**src/rtl/eprom_array.sv**
```systemverilog
module eprom_array #(
  parameter int ADDR_W = 8,
  parameter int DATA_W = 8
) (
  input  logic              clk,
  input  logic              rst,
  input  logic              erase,
  input  logic              wr_start,
  input  logic [ADDR_W-1:0] addr,
  input  logic [DATA_W-1:0] din,
  output logic [DATA_W-1:0] rd_data,
  output logic              rd_used
);

  localparam int DEPTH = 1 << ADDR_W;

  logic [DATA_W-1:0] mem [DEPTH];
  logic [DEPTH-1:0]  used;
  logic              wr_pend;
  logic [ADDR_W-1:0] wr_addr_q;
  logic [DATA_W-1:0] wr_data_q;
  logic              wr_go;
  logic [DATA_W-1:0] old_word;
  logic [DATA_W-1:0] new_word;

  // The read register holds the word of wr_addr_q, captured at the
  // edge where the pulse was detected.
  always_comb begin
    wr_go    = wr_pend && !erase;
    old_word = rd_used ? rd_data : {DATA_W{1'b1}};
    new_word = old_word & wr_data_q;
  end

  // Data storage: one read port, one write port, read-first; no reset.
  always_ff @(posedge clk) begin
    rd_data <= mem[addr];
    if (wr_go) mem[wr_addr_q] <= new_word;
  end

  // Per-word "written since erase" flags give a one-cycle bulk erase.
  always_ff @(posedge clk) begin
    if (rst || erase) begin
      used <= '0;
    end else if (wr_go) begin
      used[wr_addr_q] <= 1'b1;
    end
  end

  always_ff @(posedge clk) begin
    if (rst) begin
      rd_used   <= 1'b0;
      wr_pend   <= 1'b0;
      wr_addr_q <= '0;
      wr_data_q <= '0;
    end else begin
      rd_used <= used[addr];
      wr_pend <= wr_start && !erase;
      if (wr_start) begin
        wr_addr_q <= addr;
        wr_data_q <= din;
      end
    end
  end

  assert_erase_blank_R11: assert property (@(posedge clk) disable iff (rst)
    $past(erase) |-> (used == '0));

  assert_one_write_R4: assert property (@(posedge clk) disable iff (rst)
    wr_pend |=> !wr_pend);

  assert_clear_only_R5: assert property (@(posedge clk) disable iff (rst)
    wr_go |=> ((rd_data & ~$past(old_word)) == '0) || ($past(addr) != $past(wr_addr_q))
              || !$past(rd_used));

endmodule

```
**config.mk**
```make
export PLATFORM = sky130hd
export DESIGN_NAME = eprom_array
export DESIGN_NICKNAME = d
export VERILOG_FILES = /design/src/rtl/eprom_array.sv
export SDC_FILE = /design/constraint.sdc
export NUM_CORES = 2
export LEC_CHECK = 0
export ABC_AREA = 1
export BUFFER_PORTS_ARGS = -buffer_cell sky130_fd_sc_hd__buf_2
export CELL_PAD_IN_SITES_DETAIL_PLACEMENT = 0
export CELL_PAD_IN_SITES_GLOBAL_PLACEMENT = 2
export CORE_UTILIZATION = 39
export DETAILED_ROUTE_END_ITERATION = 10
export PLACE_DENSITY_LB_ADDON = 0.15
export SKIP_LAST_GASP = 1
export SLEW_MARGIN = 15
export SYNTH_ARGS = -nofsm -noshare
export SYNTH_HDL_FRONTEND = slang
export SYNTH_SLANG_ARGS = --single-unit
```
**constraint.sdc**
```tcl
create_clock -name clk -period 11.95 [get_ports clk]
set_clock_uncertainty 0.1 [all_clocks]
set_input_delay 0 -clock clk [delete_from_list [all_inputs] [get_ports clk]]
set_output_delay 0 -clock clk [all_outputs]
set_load 0.02 [all_outputs]
```
After elaboration in Yosys (flattened, before gate mapping)
Memories as Yosys holds them, arrays and structs flattened. A register that Yosys moved wholly into a read port is not among the register bits.
Cells that the tools add are included.
{"block": "classes", "n_bitwise": 2, "add_sub_neg": 0, "n_eq_ne": 0, "reduce_logical": 5, "mux": 7, "order_cmp": 3, "n_shift": 0, "mul": 0, "div": 0}
{"cell": "bitwise OR 256 bit", "n": 1}
{"cell": "less-than comparator 8 x 9 -> 1 bit (second input constant)", "n": 2}
{"cell": "AND 8 bit", "n": 1}
{"cell": "binary-select mux 1 bit (select 8 bit)", "n": 1}
{"cell": "demux 1 bit (select 8 bit)", "n": 1}
{"cell": "greater-or-equal comparator 8 x 1 -> 1 bit (second input constant)", "n": 1}
{"cell": "two-way mux 8 bit", "n": 1}
{"cell": "two-way mux 1 bit", "n": 4}
{"cell": "logical AND 1 bit", "n": 3}
{"cell": "logical NOT 1 bit", "n": 1}
{"cell": "logical OR 1 bit", "n": 1}
{"block": "totals", "mem_count": 1, "register_bits": 274, "inputBits": 20, "out_inout_bits": 9, "latch_bits": 0, "mem_bits_ro": 0, "wordCells": 23, "ramBits": 2048}
{"memory": "mem", "depth": 256, "width": 8, "read_ports": 1, "rd_clocked_by_memory_dff": 1, "write_ports": 1, "line": "17", "rtl": "logic [DATA_W-1:0] mem [DEPTH];"}

Longest topological paths before layout
{"block": "logic_depth", "word_depth": 5, "mapped_depth": 15}

Least setup slack after synthesis
No wires, ideal clock.
{"block": "synth_path", "path_kind": "register -> register", "startpoint": "register rd_used", "endpoint": "memory mem[0][0], data pin", "synth_period_minus_slack_ns": 13.064, "path_buffers": 0, "arrival_ns": 10.697, "t_required_ns": 9.583, "path_slack_ns": -1.114, "stages_incl_launch_ff": 2, "setup_time_ns": 2.267, "path_cell_list": "dfxtp_1 a21boi_0"}
{"block": "synth_via", "elab_chain_cells": 2}
{"item": "start: declaration", "line": "12", "rtl": "output logic rd_used"}
{"item": "start signal: assignment", "line": "56", "rtl": "rd_used <= used[addr];"}
{"item": "two-way mux 8 bit", "line": "30", "rtl": "old_word = rd_used ? rd_data : {DATA_W{1'b1}};"}
{"item": "AND 8 bit", "line": "31", "rtl": "new_word = old_word & wr_data_q;"}
{"item": "via new_word[0]", "line": "24", "rtl": "logic [DATA_W-1:0] new_word;"}
{"item": "end: declaration", "line": "17"}
The timed path passes the listed nets, and every way through them passes these cells.

==> results.json <==
{
  "worstSkewPairLatency_ps": 920,
  "p_total_mw": 18.0,
  "nFillCells": 22400,
  "path_max_fanout": 107,
  "cp-end-kind": "flip-flop",
  "drcViolationCount": 0,
  "drt_pass1_iterations": 5,
  "core.rowCount": 180,
  "cts_resized": 0,
  "leakage_nw": 36.2,
  "path_buf_inv": 6,
  "synth_top_area_cell": "edfxtp_1",
  "syn2layout_area_growth_pct": 11.6,
  "syn_nets": 8452,
  "num_vias": 62700,
  "grt_usage_pct": 24.3,
  "wl_per_cell_um": 25.4,
  "gr-total-overflow": 0,
  "routabilityCongestion": 0.793,
  "synth_seq_cells": 2330,
  "avgViaCountPerCell": 5.35,
  "antenna_found_initial": 8,
  "nets": 8349,
  "rsz0062_at_grt": "false",
  "hold_path.class": "input port to flip-flop",
  "cts_tree": "yes",
  "boundaryPins": 29,
  "grt_pass1_vias": 59900,
  "drive_gt1_share_pct": 6.13,
  "setup_viol": 0,
  "crit_required_ps": 12640,
  "die_w_um": 494,
  "peakVddDrop_uv": 101,
  "antenna_left": 0,
  "max-cap-violations": 0,
  "netlist_instances": 8432,
  "grt_max_degree": 185,
  "path_delay_family": "buffers and inverters",
  "tightestPinTransition_ps": 1190,
  "finalCritPeriodShare_pct": 40.5,
  "hpwlAfterDp_um": 161000,
  "crit_path_frequent_cell": "nand3_1",
  "status": "complete, no violations",
  "portBuffers": 28,
  "synth_top_cell_area_share_pct": 65.3,
  "grt_pass1_wl_um": 433000,
  "critPathSlowestCell": "buf_4",
  "syn_avg_cell_area_um2": 11.2,
  "fin_area_um2": 105000,
  "cp_data_arrival_time_ps": 5530,
  "max_freq_mhz": 207,
  "yosysUniqueCellTypes": 23,
  "start_util_pct": 39.2,
  "max_slew_margin_pct": 20.6,
  "wl_um": 298000,
  "synth_warnings": 0,
  "cpPeakStageDelay_ps": 840,
  "coreArea_um2": 240000,
  "cts_made_buffers": 281,
  "clockBufferDepth": 4,
  "startpoint_type": "input port",
  "ys_seq_area_share_pct": 71.3,
  "hold_violations": 0,
  "clock_sinks": 2330,
  "ys_top_cells_by_area": "edfxtp_1 65%, nand3_1 12%, nand2_1 9.1%",
  "hold-worst-slack_ps": 58.3,
  "root_buffer": "clkbuf_16",
  "critical_path_class": "input port to flip-flop",
  "crit_chain": "buf_8 > inv_8 > buf_4 > buf_4 > nand3_1 > nand3_1 > nand3_1 > nand3_1 > nand3_1 > nand3_1 > nand2_1 > dlygate4sd3_1 > nand2_1 > nand2_1 > dlygate4sd3_1",
  "min_period_ps": 4840,
  "first_iter_violations": 5462,
  "place_area_um2": 96300,
  "clk_pin_slew_ps": 60,
  "htreeDepth": 5,
  "cellPowerDensity_nw_per_um2": 171,
  "syn_area_um2": 94200,
  "finalMaxSlewViolations": 0,
  "die-area_um2": 244000,
  "fp.dieH_um": 494
}
routing by layer:
layer	track usage, %	wire length, um	share of wire [%]	vias to the layer above
li1	-	-	-	29200
met1	34.6	136000	46	31400
met2	38.8	140000	47	1732
met3	3.38	15300	5.1	348
met4	6.55	7260	2.4	0
met5	0	0	0	-
worst register-to-register path, delay by kind of cell (launching register included):
family                 cells  cell delay (ps)
buffers and inverters      4             2590
AO/OA/AOI/OAI              1              390
flip-flops                 1              450
final timing paths:
path / start / endpoint / slack (ps) / depth (start not counted)
max: addr[1] / rd_data[7]$_DFF_P_ / 7110 / 15
min: wr_start / wr_addr_q[2]$_SDFFE_PP0P_ / 60 / 3
max reg2reg: rd_used$_SDFF_PP0_ / mem[107][4]$_DFFE_PP_ / 7930 / 5
min reg2reg: used[229]$_SDFFE_PP0P_ / used[229]$_SDFFE_PP0P_ / 360 / 2
where the power goes:
part / internal [mW] / switching [mW]
clock network: 4.69 / 3.26
registers: 8.92 / 0.0202
logic: 0.239 / 0.884
area by class of cell:
class | count | area (um2) | area share, %
diodes | 2 | 5.00 | 0.00476
clock inverters | 76 | 557 | 0.530
flip-flops and latches | 2330 | 67100 | 63.9
well taps | 3185 | 3990 | 3.79
clock buffers | 413 | 7830 | 7.44
repair buffers | 181 | 1660 | 1.58
inverters | 90 | 377 | 0.358
multi-input cells | 5445 | 23600 | 22.4
registers in the layout, indices dropped and copies added (netlist names):
signal,cells
mem,2048
rd_data,8
rd_used,1
used,256
wr_addr_q,8
wr_data_q,8
wr_pend,1
cells in the mapped netlist:
master,number
nand2_1,2278
nand3_1,2213
edfxtp_1,2048
nor2_1,828
dfxtp_1,282
buf_2,255
clkbuf_1,110
inv_1,81
buf_6,72
buf_1,66
o21ai_0,60
buf_4,57
a21oi_1,34
o21ba_2,10
o22ai_1,10
a21boi_0,8
inv_2,5
buf_12,4
buf_8,3
clkinv_1,3
nand4_1,2
nor3_1,2
inv_4,1
placed cells by master, fill, tap and decap left out, types with 17 or more instances in the layout:
cell type         n
nand2_1        2277
nand3_1        2209
edfxtp_1       2048
nor2_1          822
clkbuf_16       287
dfxtp_1         282
clkbuf_1        109
buf_4            90
inv_1            71
o21ai_0          60
dlygate4sd3_1    47
clkinv_1         39
a21oi_1          34
clkinv_2         28
buf_2            23
clkbuf_8         17
buf_12           17
per-stage QoR:
step | instances | TNS (ps) | util, % | setup WS (ps)
after floorplan | 8432 | -2281450 | - | -1110
after detailed placement | 11200 | 0 | 40.1 | 7140
after global routing | 11700 | 0 | 43.7 | 7120
after CTS | 11700 | 0 | 43.7 | 7280
after global placement | 11200 | 0 | 40.1 | 7120
final | 11700 | 0 | 43.7 | 7110
cells by family (layout without fill, tap and decap cells):
logic type | count (synthesis) | in the layout | share of synthesized area [%]
other | 0 | 2 | 0
AO/OA/AOI/OAI | 122 | 122 | 0.736
AND/OR/NAND/NOR | 5323 | 5323 | 24.1
flip-flops | 2330 | 2330 | 71.3
buffers and inverters | 657 | 760 | 3.86
what timing repair did:
item                      CTS  global route
hold buffers               47             0
setup buffers               0             0
hold endpoints to repair   45             0
Power figures use the tool's default switching activity.
